[src/rtl/mod23_pkg.sv]
package mod23_pkg;
  localparam int unsigned CNT_W = 2;
  typedef logic [CNT_W-1:0] cnt_t;
  localparam cnt_t LAST_NORMAL  = cnt_t'(1);
  localparam cnt_t LAST_SWALLOW = cnt_t'(2);
endpackage

[src/rtl/mod23_prog_reg.sv]
module mod23_prog_reg #(
  parameter int unsigned WIDTH = 3
) (
  input  logic             clk_i,
  input  logic             rst_ni,
  input  logic             load_i,
  input  logic [WIDTH-1:0] d_i,
  output logic [WIDTH-1:0] q_o
);
  always_ff @(posedge clk_i or negedge rst_ni) begin
    if (!rst_ni)     q_o <= '0;
    else if (load_i) q_o <= d_i;
  end


  hold_between_loads_chk: assert property (@(posedge clk_i) disable iff (!rst_ni)
    !load_i |=> $stable(q_o));
endmodule

[src/rtl/mod23_cell.sv]
module mod23_cell
  import mod23_pkg::*;
(
  input  logic clk_i,
  input  logic rst_ni,
  input  logic tick_i,
  input  logic modin_i,
  input  logic prog_bit_i,
  output logic tick_o,
  output logic modout_o
);
  cnt_t cnt_q;
  cnt_t cnt_inc;
  cnt_t last_idx;
  logic at_last;
  logic mod_q;

  // extra input period only in the qualified period with the bit set
  assign last_idx = (modin_i && prog_bit_i) ? LAST_SWALLOW : LAST_NORMAL;
  assign at_last  = (cnt_q == last_idx);
  assign cnt_inc  = cnt_q + cnt_t'(1);
  assign tick_o   = tick_i && at_last;
  assign modout_o = mod_q;

  always_ff @(posedge clk_i or negedge rst_ni) begin
    if (!rst_ni) begin
      cnt_q <= '0;
      mod_q <= 1'b0;
    end else if (tick_i) begin
      if (at_last) begin
        cnt_q <= '0;
        mod_q <= 1'b0;
      end else begin
        cnt_q <= cnt_inc;
        mod_q <= modin_i && (cnt_inc == last_idx);
      end
    end
  end


  swallow_qualified_chk: assert property (@(posedge clk_i) disable iff (!rst_ni)
    (cnt_q == LAST_SWALLOW) |-> (modin_i && prog_bit_i));


  modout_needs_modin_chk: assert property (@(posedge clk_i) disable iff (!rst_ni)
    mod_q |-> modin_i);


  modout_one_period_chk: assert property (@(posedge clk_i) disable iff (!rst_ni)
    (mod_q && tick_i) |=> !mod_q);
endmodule

[src/rtl/mod23_divider.sv]
module mod23_divider
  import mod23_pkg::*;
#(
  parameter int unsigned N_CELLS = 3
) (
  input  logic               clk_i,
  input  logic               rst_ni,
  input  logic [N_CELLS-1:0] prog_i,
  output logic               out_o
);
  logic [N_CELLS:0]   tick;
  logic [N_CELLS:0]   mod;
  logic [N_CELLS-1:0] prog_q;

  assign tick[0]       = 1'b1;
  assign mod[N_CELLS]  = 1'b1;

  for (genvar i = 0; i < N_CELLS; i++) begin : g_cell
    mod23_cell u_cell (
      .clk_i      (clk_i),
      .rst_ni     (rst_ni),
      .tick_i     (tick[i]),
      .modin_i    (mod[i+1]),
      .prog_bit_i (prog_q[i]),
      .tick_o     (tick[i+1]),
      .modout_o   (mod[i])
    );
  end

  mod23_prog_reg #(.WIDTH(N_CELLS)) u_prog (
    .clk_i  (clk_i),
    .rst_ni (rst_ni),
    .load_i (tick[N_CELLS]),
    .d_i    (prog_i),
    .q_o    (prog_q)
  );

  assign out_o = mod[0];


  pulse_single_chk: assert property (@(posedge clk_i) disable iff (!rst_ni)
    out_o |=> !out_o);


  pulse_marks_end_chk: assert property (@(posedge clk_i) disable iff (!rst_ni)
    out_o |-> tick[N_CELLS]);
endmodule

[config.mk]
export PLATFORM = sky130hd
export DESIGN_NAME = mod23_divider
export DESIGN_NICKNAME = d
export VERILOG_FILES = /design/src/rtl/mod23_pkg.sv /design/src/rtl/mod23_prog_reg.sv /design/src/rtl/mod23_cell.sv /design/src/rtl/mod23_divider.sv
export SDC_FILE = /design/constraint.sdc
export NUM_CORES = 1
export LEC_CHECK = 0
export BUFFER_PORTS_ARGS = -buffer_cell sky130_fd_sc_hd__buf_2
export CORE_AREA = 8 8 45 47
export DETAILED_ROUTE_END_ITERATION = 8
export DIE_AREA = 0 0 53 55
export GPL_TIMING_DRIVEN = 0
export PLACE_DENSITY_LB_ADDON = 0.3
export RECOVER_POWER = 50
export SYNTH_ARGS = -nofsm -noshare
export SYNTH_HDL_FRONTEND = slang
export SYNTH_SLANG_ARGS = --single-unit
[constraint.sdc]
create_clock -name clk_i -period 1.7 [get_ports clk_i]
set_input_delay 0.17 -clock clk_i [delete_from_list [all_inputs] [get_ports clk_i]]
set_output_delay 0.17 -clock clk_i [all_outputs]
set_load 0.01 [all_outputs]
==> flow_summary.yaml <==
routing:
  dr.max_layer_used: "met4"
  dr_wl_met2_um: 510
  wl_per_cell_um: 13.0
  vias: 440
  routed_wl_um: 1050
  wl_met3_um: 20
  drc_errors: 0
  wl_met1_um: 488
  ant_nets: 0
  vias_per_cell: 5.43
  detail_route.first_pass.iterations: 2
  drtIter0Drc: 4
synth:
  synthTopCellsByArea: "dfrtp_1 (49%), mux2_2 (5.5%), o21ai_0 (4.1%)"
  netlist.area_leader.share_pct: 48.9
  ys_seq_area_share_pct: 48.9
  synth-edff-count: 0
  synthCells: 55
  synth-seq-cells: 12
  synthArstFlopShare_pct: 100
  synthFlopType: "dfrtp_1"
  yosys_warnings: 0
  synth_largest_area_cell: "dfrtp_1"
  ys_types: 28
  synth_nets: 60
  synth_most_common_cell: "dfrtp_1"
  synth_area_sq_um: 614
  avgSynthCellArea_sq_um: 11.2
  synthTopCellsByCount: "dfrtp_1 (12), nand2_1 (5), o21ai_0 (5)"
timing:
  finalMaxSlewViolations: 0
  hold_viol: 0
  setup_ws_ps: 129
  period_share_pct: 92.4
  relSlewSlack_pct: 55.2
  fmax_mhz: 637
  min_period_ps: 1570
  final-setup-viol-count: 0
  rsz0062_at_grt: "false"
  worst_pin_slew_ps: 672
  hold_ws_ps: 121
  fin_tns_setup_ps: 0
  finalClockSkew_ps: 2.02
pwr:
  p_total_mw: 1.42
  p_leak_nw: 0.307
  p_per_area_nw_per_um2: 2020
  peakVddDrop_mv: 0.989
layout:
  utilization_pct: 50.9
  final_area_sq_um: 704
  area_delta_synth_final_pct: 14.7
  layout-drive-gt1-share_pct: 26.2
  instances_no_fill: 81
  antennaDiodeCount: 0
  nFillCells: 119
  nets: 71
worst_setup_path:
  slowest_stage: "dfrtp_1"
  r2r_slack_ps: 130
  crit_buf_inv: 0
  crit_path_end_kind: "flip-flop"
  crit_family: "simple AND/OR/NAND/NOR gates"
  cp.depth: 4
  path_cells: "and4b_1 > a21oi_2 > nor3_2 > mux2_2"
  required_ps: 1860
  rr_endpoint: "u_prog.q_o[1]"
  startpoint_type: "flip-flop"
  cp_max_fo: 6
  slowest_delay_ps: 440
  r2r-start: "g_cell[0].u_cell.cnt_q[0]"
  worst-r2r-cell-count: 4
  cp-endpoint: "u_prog.q_o[1]"
  critPathKind: "flip-flop to flip-flop"
  cp-startpoint: "g_cell[0].u_cell.cnt_q[0]"
  arrival_ps: 1740
die:
  num_rows: 14
  start_util_pct: 44.4
  die_x_um: 53
  dieHeight_um: 55
  io_pins: 6
  die_area_sq_um: 2920
  core_area_sq_um: 1380
placement:
  dp_slack_ps: 126
  dp.cells: 76
  io_buffer_count: 5
  place_congestion: 0.688
  placed_cell_area_sq_um: 659
grt:
  antenna_found_initial: 0
  grt_pass1_vias: 466
  grtUsageTotal_pct: 8.73
  overflow: 0
  grt_max_degree: 13
  grt_pass1_wl_um: 1880
clock_tree:
  clk_pin_slew_worst_paths_ps: 80
  clockRootBuffer: "clkbuf_4"
  cts_buffer_depth: 2
  cts_buffers: 3
  post_cts_buffers: 0
  cts_tree: "done"
  clock_sinks: 12
  clk_latency_ps: 270
  htree_num_levels: 1
run:
  cap_violations: 0
worst_hold_path:
  hold_path.class: "input pin to flip-flop"
outcome:
  outcome: "completed"
==> final cells by class <==
| type | count | area (sq um) | area share [%] |
|---|---|---|---|
| Timing Repair Buffer | 6 | 33.8 | 4.80 |
| Buffer | 2 | 15.0 | 2.13 |
| Tap cell | 16 | 20.0 | 2.84 |
| Clock buffer | 4 | 36.3 | 5.15 |
| Sequential cell | 12 | 300 | 42.6 |
| Multi-Input combinational cell | 41 | 299 | 42.5 |
==> power by group <==
group          switching, mW  internal, mW  leakage, nW
clock network         0.0995         0.130       0.0210
registers              0.147         0.414        0.149
logic                  0.296         0.335        0.138
==> state kept, by name, indices dropped and copies added, names as in the netlist <==
register,cells
g_cell.u_cell.cnt_q,6
g_cell.u_cell.modout_o,3
u_prog.q_o,3
==> worst reg2reg max path, delay by kind of cell (launching register included) <==
family           cells  cell delay [ps]
AO/OA/AOI/OAI        1               60
flip-flops           1              440
multiplexers         1              360
AND/OR/NAND/NOR      2              600
==> cells in the final DEF (no fill, tap or decap), types with 2 or more instances in the layout <==
| master | instances |
|---|---|
| a21oi_1 | 3 |
| and4b_1 | 2 |
| xor2_1 | 2 |
| dfrtp_1 | 12 |
| nand2_1 | 5 |
| nor2_1 | 2 |
| nor2b_1 | 2 |
| o21ai_0 | 5 |
| mux2_2 | 3 |
| buf_2 | 4 |
| clkbuf_4 | 3 |
==> worst min-delay path by stage <==
| stage | startpoint | cells past startpoint | to | slack, ps |
|---|---|---|---|---|
| 5_1_grt | prog_i[2] | 2 | u_prog.q_o[2] | 120 |
| 4_1_cts | prog_i[2] | 2 | u_prog.q_o[2] | 120 |
| 2_1_floorplan | rst_ni | 0 | g_cell[0].u_cell.cnt_q[0] | -130 |
| 3_3_place_gp | rst_ni | 1 | g_cell[0].u_cell.cnt_q[0] | 60 |
| 6_report | prog_i[2] | 2 | u_prog.q_o[2] | 120 |
| 3_5_place_dp | rst_ni | 1 | g_cell[0].u_cell.cnt_q[1] | 60 |
==> cell families (layout without fill, tap and decap cells) <==
| family | after synthesis | in the layout | synth area share (%) |
|---|---|---|---|
| AND/OR/NAND/NOR | 19 | 19 | 18.9 |
| flip-flops | 12 | 12 | 48.9 |
| buffers and inverters | 2 | 12 | 2.44 |
| AO/OA/AOI/OAI | 14 | 14 | 15.9 |
| multiplexers | 5 | 5 | 9.57 |
| XOR/XNOR | 3 | 3 | 4.28 |
==> timing repair <==
action / CTS / global route
resized for setup: 0 / 0
hold endpoints to repair: 12 / 0
hold buffers: 1 / 0
==> per-layer routing <==
metal,track usage (%),up-vias
met2,16.2,5
li1,-,219
met5,0,-
met4,6.47,0
met3,1.60,4
met1,8.46,212
Power figures use the tool's default switching activity.
